## config.mk

```make
export PLATFORM = sky130hd
export DESIGN_NAME = cfg_port_xlat
export DESIGN_NICKNAME = d
export VERILOG_FILES = /design/src/rtl/cpx_pkg.sv /design/src/rtl/cpx_sel_reg.sv /design/src/rtl/cpx_decode.sv /design/src/rtl/cpx_lane_shape.sv /design/src/rtl/cpx_ctrl.sv /design/src/rtl/cfg_port_xlat.sv
export SDC_FILE = /design/constraint.sdc
export NUM_CORES = 1
export LEC_CHECK = 0
export BUFFER_PORTS_ARGS = -buffer_cell sky130_fd_sc_hd__buf_2
export CORE_MARGIN = 3
export CORE_UTILIZATION = 40
export CTS_CLUSTER_DIAMETER = 200
export DETAILED_ROUTE_END_ITERATION = 8
export PLACE_DENSITY = 0.72
export SYNTH_ARGS = -nofsm -noshare
export SYNTH_HDL_FRONTEND = slang
export SYNTH_HIERARCHICAL = 1
export SYNTH_SLANG_ARGS = --single-unit
```

## constraint.sdc

```tcl
create_clock -name clk -period 2.3 [get_ports clk]
set_clock_uncertainty 0.1 [all_clocks]
set_input_delay 0.115 -clock clk [delete_from_list [all_inputs] [get_ports clk]]
set_output_delay 0.115 -clock clk [all_outputs]
set_load 0.02 [all_outputs]
```

## src/rtl/cpx_pkg.sv

```systemverilog
package cpx_pkg;
  localparam int DATA_W = 32;
  localparam int LANES  = DATA_W / 8;

  // Selector register contents, field widths fixed by the port format.
  typedef struct packed {
    logic       en;
    logic [7:0] bus;
    logic [4:0] dev;
    logic [2:0] fn;
    logic [5:0] dw;
  } cfg_sel_t;

  localparam int SEL_FIELD_W = $bits(cfg_sel_t) - 1;

  typedef enum logic [1:0] {
    PATH_LOCAL = 2'd0,
    PATH_CFG   = 2'd1,
    PATH_IO    = 2'd2
  } path_e;

  typedef enum logic [2:0] {
    ST_IDLE  = 3'd0,
    ST_CREQ  = 3'd1,
    ST_CWAIT = 3'd2,
    ST_IREQ  = 3'd3,
    ST_IWAIT = 3'd4,
    ST_RESP  = 3'd5
  } ctl_state_e;
endpackage

```

## src/rtl/cpx_sel_reg.sv

```systemverilog
module cpx_sel_reg
  import cpx_pkg::*;
(
  input  logic                   clk,
  input  logic                   rst_n,
  input  logic                   wr_en,
  input  logic                   wr_en_bit,
  input  logic [SEL_FIELD_W-1:0] wr_fields,
  output cfg_sel_t               sel_q,
  output logic [DATA_W-1:0]      rd_view
);
  cfg_sel_t sel_d;

  always_comb begin
    sel_d = sel_q;
    if (wr_en) begin
      sel_d.en                = wr_en_bit;
      {sel_d.bus, sel_d.dev,
       sel_d.fn,  sel_d.dw}   = wr_fields;
    end
  end

  always_ff @(posedge clk or negedge rst_n) begin
    if (!rst_n) sel_q <= '0;
    else if (wr_en) sel_q <= sel_d;
  end

  // Reserved bits and the two low offset bits always read as zero.
  assign rd_view = {sel_q.en, 7'b0, sel_q.bus, sel_q.dev, sel_q.fn, sel_q.dw, 2'b00};
endmodule

```

## src/rtl/cpx_decode.sv

```systemverilog
module cpx_decode
  import cpx_pkg::*;
#(
  parameter int          PORT_AW   = 16,
  parameter int unsigned ADDR_PORT = 32'hCF8,
  parameter int unsigned DATA_PORT = 32'hCFC,
  localparam int         DW_AW     = PORT_AW - 2
) (
  input  logic [DW_AW-1:0] dw_addr,
  input  logic [LANES-1:0] be,
  input  logic             cfg_en,
  output path_e            path
);
  localparam logic [DW_AW-1:0] ADDR_DW = DW_AW'(ADDR_PORT >> 2);
  localparam logic [DW_AW-1:0] DATA_DW = DW_AW'(DATA_PORT >> 2);

  logic hit_addr, hit_data, full_dw;

  always_comb begin
    hit_addr = (dw_addr == ADDR_DW);
    hit_data = (dw_addr == DATA_DW);
    full_dw  = &be;
    if (hit_addr && full_dw)      path = PATH_LOCAL;
    else if (hit_data && cfg_en)  path = PATH_CFG;
    else                          path = PATH_IO;
  end
endmodule

```

## src/rtl/cpx_lane_shape.sv

```systemverilog
module cpx_lane_shape
  import cpx_pkg::*;
(
  input  logic [DATA_W-1:0] src,
  input  logic [LANES-1:0]  be,
  output logic [DATA_W-1:0] dst
);
  for (genvar i = 0; i < LANES; i++) begin : g_lane
    assign dst[8*i +: 8] = be[i] ? src[8*i +: 8] : 8'h00;
  end
endmodule

```

## src/rtl/cpx_ctrl.sv

```systemverilog
module cpx_ctrl
  import cpx_pkg::*;
#(
  parameter  int PORT_AW = 16,
  localparam int DW_AW   = PORT_AW - 2
) (
  input  logic              clk,
  input  logic              rst_n,
  input  logic              hst_vld,
  input  logic              hst_wr,
  input  logic [DW_AW-1:0]  hst_dw_addr,
  input  logic [LANES-1:0]  hst_be,
  input  logic [DATA_W-1:0] hst_wdata,
  input  path_e             path_i,
  input  logic [DATA_W-1:0] reg_view_i,
  output logic              hst_rdy,
  output logic              hst_rsp_vld,
  output logic [DATA_W-1:0] hst_rdata,
  output logic              reg_wr_en,
  output logic              cfg_req_vld,
  input  logic              cfg_req_rdy,
  input  logic              cfg_cpl_vld,
  input  logic              cfg_cpl_ok,
  input  logic [DATA_W-1:0] cfg_cpl_data,
  output logic              io_req_vld,
  input  logic              io_req_rdy,
  input  logic              io_cpl_vld,
  input  logic [DATA_W-1:0] io_cpl_data,
  output logic              req_wr,
  output logic [DW_AW-1:0]  req_dw_addr,
  output logic [LANES-1:0]  req_be,
  output logic [DATA_W-1:0] req_wdata,
  output logic [DATA_W-1:0] shp_src,
  output logic [LANES-1:0]  shp_be,
  input  logic [DATA_W-1:0] shp_out
);
  ctl_state_e        state_q, state_d;
  logic              accept;
  logic              rdata_en;
  logic              wr_q;
  logic [DW_AW-1:0]  dwa_q;
  logic [LANES-1:0]  be_q;
  logic [DATA_W-1:0] wdata_q;
  logic [DATA_W-1:0] rdata_q;

  assign accept = (state_q == ST_IDLE) && hst_vld;

  // Next-state logic
  always_comb begin
    state_d = state_q;
    unique case (state_q)
      ST_IDLE: if (hst_vld) begin
        unique case (path_i)
          PATH_LOCAL: state_d = ST_RESP;
          PATH_CFG:   state_d = ST_CREQ;
          default:    state_d = ST_IREQ;
        endcase
      end
      ST_CREQ:  if (cfg_req_rdy) state_d = ST_CWAIT;
      ST_CWAIT: if (cfg_cpl_vld) state_d = ST_RESP;
      ST_IREQ:  if (io_req_rdy)  state_d = ST_IWAIT;
      ST_IWAIT: if (io_cpl_vld)  state_d = ST_RESP;
      ST_RESP:  state_d = ST_IDLE;
      default:  state_d = ST_IDLE;
    endcase
  end

  // Response data source and lane selection
  always_comb begin
    shp_be = (state_q == ST_IDLE) ? hst_be : be_q;
    unique case (state_q)
      ST_IDLE:  shp_src = reg_view_i;
      ST_CWAIT: shp_src = cfg_cpl_ok ? cfg_cpl_data : '1;
      ST_IWAIT: shp_src = io_cpl_data;
      default:  shp_src = '0;
    endcase
    rdata_en = (accept && (path_i == PATH_LOCAL))
             || ((state_q == ST_CWAIT) && cfg_cpl_vld)
             || ((state_q == ST_IWAIT) && io_cpl_vld);
    reg_wr_en = accept && (path_i == PATH_LOCAL) && hst_wr;
  end

  // Registers
  always_ff @(posedge clk or negedge rst_n) begin
    if (!rst_n) state_q <= ST_IDLE;
    else        state_q <= state_d;
  end

  always_ff @(posedge clk or negedge rst_n) begin
    if (!rst_n) begin
      wr_q    <= 1'b0;
      dwa_q   <= '0;
      be_q    <= '0;
      wdata_q <= '0;
    end else if (accept) begin
      wr_q    <= hst_wr;
      dwa_q   <= hst_dw_addr;
      be_q    <= hst_be;
      wdata_q <= hst_wdata;
    end
  end

  always_ff @(posedge clk or negedge rst_n) begin
    if (!rst_n)        rdata_q <= '0;
    else if (rdata_en) rdata_q <= shp_out;
  end

  assign hst_rdy     = (state_q == ST_IDLE);
  assign hst_rsp_vld = (state_q == ST_RESP);
  assign hst_rdata   = rdata_q;
  assign cfg_req_vld = (state_q == ST_CREQ);
  assign io_req_vld  = (state_q == ST_IREQ);
  assign req_wr      = wr_q;
  assign req_dw_addr = dwa_q;
  assign req_be      = be_q;
  assign req_wdata   = wdata_q;
endmodule

```

## src/rtl/cfg_port_xlat.sv

```systemverilog
module cfg_port_xlat
  import cpx_pkg::*;
#(
  parameter  int          PORT_AW   = 16,
  parameter  int unsigned ADDR_PORT = 32'hCF8,
  parameter  int unsigned DATA_PORT = 32'hCFC,
  localparam int          DW_AW     = PORT_AW - 2
) (
  input  logic              clk,
  input  logic              rst_n,
  input  logic              hst_vld,
  input  logic              hst_wr,
  input  logic [DW_AW-1:0]  hst_dw_addr,
  input  logic [3:0]        hst_be,
  input  logic [31:0]       hst_wdata,
  output logic              hst_rdy,
  output logic              hst_rsp_vld,
  output logic [31:0]       hst_rdata,
  output logic              cfg_req_vld,
  input  logic              cfg_req_rdy,
  output logic              cfg_wr,
  output logic [7:0]        cfg_bus,
  output logic [4:0]        cfg_dev,
  output logic [2:0]        cfg_fn,
  output logic [5:0]        cfg_dw,
  output logic [3:0]        cfg_be,
  output logic [31:0]       cfg_wdata,
  input  logic              cfg_cpl_vld,
  input  logic              cfg_cpl_ok,
  input  logic [31:0]       cfg_cpl_data,
  output logic              io_req_vld,
  input  logic              io_req_rdy,
  output logic              io_wr,
  output logic [DW_AW-1:0]  io_dw_addr,
  output logic [3:0]        io_be,
  output logic [31:0]       io_wdata,
  input  logic              io_cpl_vld,
  input  logic [31:0]       io_cpl_data
);
  cfg_sel_t          sel;
  logic [DATA_W-1:0] reg_view;
  logic              reg_wr_en;
  path_e             path;
  logic              req_wr;
  logic [DW_AW-1:0]  req_dw_addr;
  logic [LANES-1:0]  req_be;
  logic [DATA_W-1:0] req_wdata;
  logic [DATA_W-1:0] shp_src, shp_out;
  logic [LANES-1:0]  shp_be;

  cpx_sel_reg u_sel (
    .clk       (clk),
    .rst_n     (rst_n),
    .wr_en     (reg_wr_en),
    .wr_en_bit (hst_wdata[31]),
    .wr_fields (hst_wdata[23:2]),
    .sel_q     (sel),
    .rd_view   (reg_view)
  );

  cpx_decode #(
    .PORT_AW   (PORT_AW),
    .ADDR_PORT (ADDR_PORT),
    .DATA_PORT (DATA_PORT)
  ) u_dec (
    .dw_addr (hst_dw_addr),
    .be      (hst_be),
    .cfg_en  (sel.en),
    .path    (path)
  );

  cpx_lane_shape u_shape (
    .src (shp_src),
    .be  (shp_be),
    .dst (shp_out)
  );

  cpx_ctrl #(.PORT_AW(PORT_AW)) u_ctrl (
    .clk          (clk),
    .rst_n        (rst_n),
    .hst_vld      (hst_vld),
    .hst_wr       (hst_wr),
    .hst_dw_addr  (hst_dw_addr),
    .hst_be       (hst_be),
    .hst_wdata    (hst_wdata),
    .path_i       (path),
    .reg_view_i   (reg_view),
    .hst_rdy      (hst_rdy),
    .hst_rsp_vld  (hst_rsp_vld),
    .hst_rdata    (hst_rdata),
    .reg_wr_en    (reg_wr_en),
    .cfg_req_vld  (cfg_req_vld),
    .cfg_req_rdy  (cfg_req_rdy),
    .cfg_cpl_vld  (cfg_cpl_vld),
    .cfg_cpl_ok   (cfg_cpl_ok),
    .cfg_cpl_data (cfg_cpl_data),
    .io_req_vld   (io_req_vld),
    .io_req_rdy   (io_req_rdy),
    .io_cpl_vld   (io_cpl_vld),
    .io_cpl_data  (io_cpl_data),
    .req_wr       (req_wr),
    .req_dw_addr  (req_dw_addr),
    .req_be       (req_be),
    .req_wdata    (req_wdata),
    .shp_src      (shp_src),
    .shp_be       (shp_be),
    .shp_out      (shp_out)
  );

  // The selector cannot change while a request is in flight, so the
  // configuration target is driven straight from the register.
  assign cfg_wr     = req_wr;
  assign cfg_bus    = sel.bus;
  assign cfg_dev    = sel.dev;
  assign cfg_fn     = sel.fn;
  assign cfg_dw     = sel.dw;
  assign cfg_be     = req_be;
  assign cfg_wdata  = req_wdata;
  assign io_wr      = req_wr;
  assign io_dw_addr = req_dw_addr;
  assign io_be      = req_be;
  assign io_wdata   = req_wdata;
endmodule

```

After elaboration in Yosys (flattened, before gate mapping)
Index checks and enable logic that the tools add are counted.

word-level totals
  logic and storage cells = 53
  output and inout bits = 146
  bits of input ports = 123
  bits in registers = 109

operators by class
  multiplexer cells = 16
  reductions and logical operators = 13
  eq/ne operators = 13

operator list
  operator                number
  $pmux W32 S3            1
  $mux W32                1
  $mux W8                 4
  $eq A14 B10 Y1 const B  2
  $mux W3                 5
  $pmux W3 S5             1
  $logic_and A1 B1 Y1     7
  $eq A3 B2 Y1 const B    2
  $eq A3 B3 Y1 const B    2
  $ne A2 B2 Y1 const B    3
  $pmux W3 S2             1
  $reduce_and A5 Y1       1
  $mux W2                 2
  $mux W4                 1
  $ne A2 B1 Y1 const B    2
  $reduce_and A4 Y1       1
  $eq A3 B1 Y1 const B    1
  $logic_not A3 Y1        1
  $eq A2 B1 Y1 const B    1
  $logic_not A2 Y1        1
  $logic_or A1 B1 Y1      2

Depth between registers and ports, before layout
  depth in word-level cells = 8
  mapped depth = 8
  depth with buffers taken out = 7

Hierarchy
Netlist, hierarchy kept.

by module, submodules not included
  module          times used  cells each  area each (sq um)  sequential area each (sq um)
  cpx_ctrl        1           428         4601.9             2152.1
  cpx_sel_reg     1           81          1101.1             575.6
  cfg_port_xlat   1           37          277.8              0.0
  cpx_lane_shape  1           32          200.2              0.0
  cpx_decode      1           10          67.6               0.0

Least setup slack after synthesis
OpenSTA, ideal clock, no wires.

  kind = reg2reg
  start point = reg u_ctrl.state_q[1]
  end point = reg u_sel.sel_q (netlist bit u_sel/rd_view[11])
  required time = 2075 ps
  path slack = -24 ps
  arrival = 2100 ps
  period minus slack after synthesis = 2324 ps
  path buffers = 3
  library setup time = 125 ps
  stages on the path, launching flop included = 8
  path through = dfrtp_1 nor3_4 and2_1 buf_4 buf_2 and3_1 buf_6 mux2_2

between the ends
  word-level cells in the longest chain between the ends = 4

RTL lines
  what                               RTL line             source
  from (decl)                        cpx_ctrl.sv:37       ctl_state_e state_q, state_d;
  from (signal assigned)             cpx_ctrl.sv:86       else state_q <= state_d;
  $logic_not A3 Y1                   --
  named net hst_rdy                  cfg_port_xlat.sv:16  output logic hst_rdy,
  $logic_and A1 B1 Y1                cpx_ctrl.sv:46       assign accept = (state_q == ST_IDLE) && hst_vld;
  $logic_and A1 B1 Y1 (2 in series)  cpx_ctrl.sv:80       reg_wr_en = accept && (path_i == PATH_LOCAL) && hst_wr;
  named net reg_wr_en                cfg_port_xlat.sv:42  logic reg_wr_en;
  to (signal assigned)               cpx_sel_reg.sv:25    else if (wr_en) sel_q <= sel_d;
  to (decl)                          cpx_sel_reg.sv:9     output cfg_sel_t sel_q,

The timed path passes the listed nets, and every way through them passes these cells.
A chain may end at the register's enable or synchronous reset.

Final worst setup path
  start point = in hst_dw_addr[7]
  end point = reg u_sel.sel_q (netlist bit u_sel/rd_view[13])

between the ends
  word-level cells in the longest chain between the ends = 7
  elaborated cells on any way between the ends = 9
  classes of those cells = 2 x eq/ne; 2 x mux; 5 x reduce/logical

RTL lines
  what                                   RTL line             source
  from (decl)                            cfg_port_xlat.sv:13  input logic [DW_AW-1:0] hst_dw_addr,
  $eq A14 B10 Y1                         cpx_decode.sv:21     hit_data = (dw_addr == DATA_DW);
  $logic_and A1 B1 Y1                    cpx_decode.sv:24     else if (hit_data && cfg_en) path = PATH_CFG;
  $mux W2                                cpx_decode.sv:24
  $mux W2 (*)                            cpx_decode.sv:23     if (hit_addr && full_dw) path = PATH_LOCAL;
  named net path[1]                      cfg_port_xlat.sv:43  path_e path;
  $logic_not A2 Y1 (*)                   cpx_ctrl.sv:80
  $logic_and A1 B1 Y1 (*) (2 in series)  cpx_ctrl.sv:80
  named net reg_wr_en                    cfg_port_xlat.sv:42

Mark *: on every way through the listed nets, which the timed path passes. The rest lies on a longest branch.

==> results.py <==
metrics = {
    "route": {
        "drt_iter0_drc": 194,
        "drt_wl_total_um": 17500,
        "ant_nets": 0,
        "drc": 0,
        "firstDrtPassIters": 4,
        "wl_per_cell_um": 16.5,
        "via_per_inst": 4.62,
        "via_count": 4893,
    },
    "timing": {
        "setup-tns-final_ps": 0,
        "relSlewSlack_pct": 62.4,
        "finalSetupViolCount": 0,
        "max_freq_ghz": 0.440,
        "final.setup.worst_slack_ps": 28.2,
        "tightest_slew_ps": 564,
        "period_minus_slack_ps": 2270,
        "period_share_pct": 98.8,
        "rsz0062_at_grt": "yes",
        "slew_viol_final": 0,
        "hold_violations": 0,
    },
    "clock_network": {
        "numCtsBuffers": 9,
        "htree_levels": 3,
        "cts_root_buf": "clkbuf_16",
        "cts_tree": "yes",
        "postCtsSetupRepairBufs": 0,
        "cts_buffer_depth": 2,
        "cts_sinks": 109,
        "insertion_delay_ps": 350,
        "clkTransAtPathRegs_ps": 70,
    },
    "layout": {
        "nNetsFinal": 964,
        "fillers": 1365,
        "syn2layout_area_growth_pct": 32.6,
        "multi_input_area_mm2": 0.00273,
        "drive_gt1_share_pct": 49.6,
        "regArea_mm2": 0.00273,
        "design_area_mm2": 0.00828,
    },
    "worst_setup_path": {
        "worst_setup_path_end_kind": "register",
        "cp_max_fo": 12,
        "slowest_delay_ps": 550,
        "worstSetupPathType": "in -> reg",
        "cp_data_arrival_time_ps": 2410,
        "required_ps": 2440,
        "path_cells": "dlygate4sd3_1 -> buf_2 -> and4bb_1 -> nand3_1 -> or3b_4 -> nor2_2 -> and3_4 -> buf_12 -> mux2_2",
        "critPathSlowestCell": "dlygate4sd3_1",
        "crit_buf_inv": 3,
        "cp-start-kind": "primary input",
        "cp_top_family": "simple AND/OR/NAND/NOR gates",
    },
    "logic_synthesis": {
        "synth_flop_cell": "dfrtp_1",
        "synth_top_cells_by_area": "dfrtp_1 (44%), mux2_2 (14%), buf_4 (8.4%)",
        "synthCells": 588,
        "yosysWarnings": 6,
        "synth-edff-count": 0,
        "ys_types": 32,
        "yosysSeqAreaShare_pct": 43.7,
        "yosys.cell_count.top_type": "dfrtp_1",
        "syn-cell-area_mm2": 0.00625,
        "ys_top_cells_by_count": "dfrtp_1 (109), mux2_2 (80), nor2_1 (71)",
        "yosysTopAreaCellShare_pct": 43.7,
        "avgSynthCellArea_um2": 10.6,
        "yosysTopAreaCell": "dfrtp_1",
        "synth-seq-cells": 109,
        "synthArstFlopShare_pct": 100,
    },
    "grt": {
        "grt_remaining_overflow": 0,
        "grt_pass1_wl_um": 25800,
        "grtUsageTotal_pct": 19.5,
        "grt_max_degree": 64,
        "antenna_found_initial": 1,
        "first_global_vias": 4778,
    },
    "power_and_ir_drop": {
        "peakVddDrop_mv": 0.812,
        "power_density_mw_per_mm2": 1290,
        "power_leakage_nw": 4.36,
    },
    "placed_design": {
        "preCtsSetupSlack_ps": 175,
        "gp_congestion": 0.868,
        "io_buffers": 268,
        "placed_area_mm2": 0.00735,
        "dp_hpwl_um": 12900,
    },
    "floorplanning": {
        "num_rows": 45,
        "dieHeight_um": 131,
        "io_pins": 269,
        "die_area_mm2": 0.0172,
        "die_w_um": 131,
        "initial_core_util_pct": 41.0,
        "coreArea_mm2": 0.0153,
    },
    "job": {
        "drv_cap": 0,
    },
    "run_status": {
        "status": "complete, no violations",
    },
    "min_path": {
        "hp-class": "in -> reg",
    },
}
[routing by layer]
| metal | track usage [%] | vias to the layer above | share of wire, % |
|---|---|---|---|
| met4 | 6.84 | 0 | 1.9 |
| met1 | 25.9 | 2318 | 43 |
| met2 | 31.8 | 148 | 51 |
| met3 | 3.98 | 23 | 4.9 |
| li1 | - | 2404 | - |
| met5 | 0 | - | 0 |
[cell type report]
cell class / instances / area share (%)
flip-flops and latches: 109 / 33.0
repair buffers: 337 / 24.9
clock inverters: 6 / 1.39
well taps: 211 / 3.19
inverters: 35 / 1.59
clock buffers: 10 / 2.89
diodes: 1 / 0.0302
multi-input cells: 349 / 33.0
[what timing repair did]
| item | in CTS | in global routing |
|---|---|---|
| hold buffers | 53 | 0 |
| endpoints found under the setup margin | 0 | 38 |
| gates resized for setup | 0 | 3 |
| hold endpoints to repair | 184 | 0 |
[state kept, by name, indices dropped and copies added, names as in the netlist]
| register | count |
|---|---|
| u_ctrl/state_q | 3 |
| u_ctrl/req_wr | 1 |
| u_sel/rd_view | 23 |
| u_ctrl/req_dw_addr | 14 |
| u_ctrl/req_be | 4 |
| u_ctrl/req_wdata | 32 |
| u_ctrl/hst_rdata | 32 |
[report_power, final]
| part | total (mW) | leakage [nW] | switching, mW | internal [mW] |
|---|---|---|---|---|
| sequential | 3.21 | 1.39 | 0.543 | 2.67 |
| clock | 1.82 | 0.170 | 0.716 | 1.10 |
| combinational | 5.64 | 2.80 | 3.25 | 2.39 |
[per-stage QoR]
step	hold slack, ps	power [mW]	util, %	instances
global placement	-62.4	8.75	48.2	986
global route	71.8	11.4	54.3	1058
floorplan	-281	7.46	-	596
detailed placement	-60.7	8.82	48.2	986
CTS	11.3	10.7	54.0	1055
finish	41.9	10.7	54.3	1058
[path summary, 6_finish.rpt]
kind	slack, ps	depth (start not counted)	endpoint	from
max in group asynchronous	1340	3	u_ctrl/hst_rdata[30]	rst_n
hold / removal	40	4	u_ctrl/state_q[1]	cfg_cpl_vld
setup / recovery	30	9	u_sel/rd_view[13]	hst_dw_addr[7]
hold reg to reg	400	1	u_ctrl/req_dw_addr[0]	u_ctrl/req_dw_addr[0]
setup reg to reg	190	7	u_ctrl/hst_rdata[5]	u_ctrl/state_q[2]
min in group asynchronous	110	2	u_ctrl/req_dw_addr[0]	rst_n
[cells in the final DEF (no fill, tap or decap), drive strengths merged]
cell type,Yosys,routed
a2111oi,1,1
a21oi,67,67
a221oi,1,1
a31o,1,1
and2,34,34
and3,1,1
and4bb,2,2
buf,87,283
bufinv,0,3
clkbuf,16,11
clkinvlp,0,1
conb,1,9
dfrtp,109,109
diode,0,1
dlygate4sd3,0,53
inv,35,37
mux2,110,110
mux2i,33,33
nand2,2,2
nand3,3,3
nand4,1,1
nor2,71,71
nor2b,1,1
nor3,5,5
nor3b,2,2
nor4bb,1,1
o21a,1,1
o21ai,2,2
or3b,1,1
[cell families (layout without fill, tap and decap cells)]
logic type,Yosys count,after routing,synth area share [%]
muxes,143,143,26.9
buffers and inverters,138,388,13.3
and+or+nand+nor,124,124,9.85
DFF,109,109,43.7
AOI/OAI and AO/OA,73,73,6.25
other,1,10,0.0600
[worst min-delay path: stages]
cell and delay [ps]:
buf_2 90, nor2_1 50, a21oi_1 110, a221oi_1 90
Note: power is estimated with default switching activity, not from simulation.
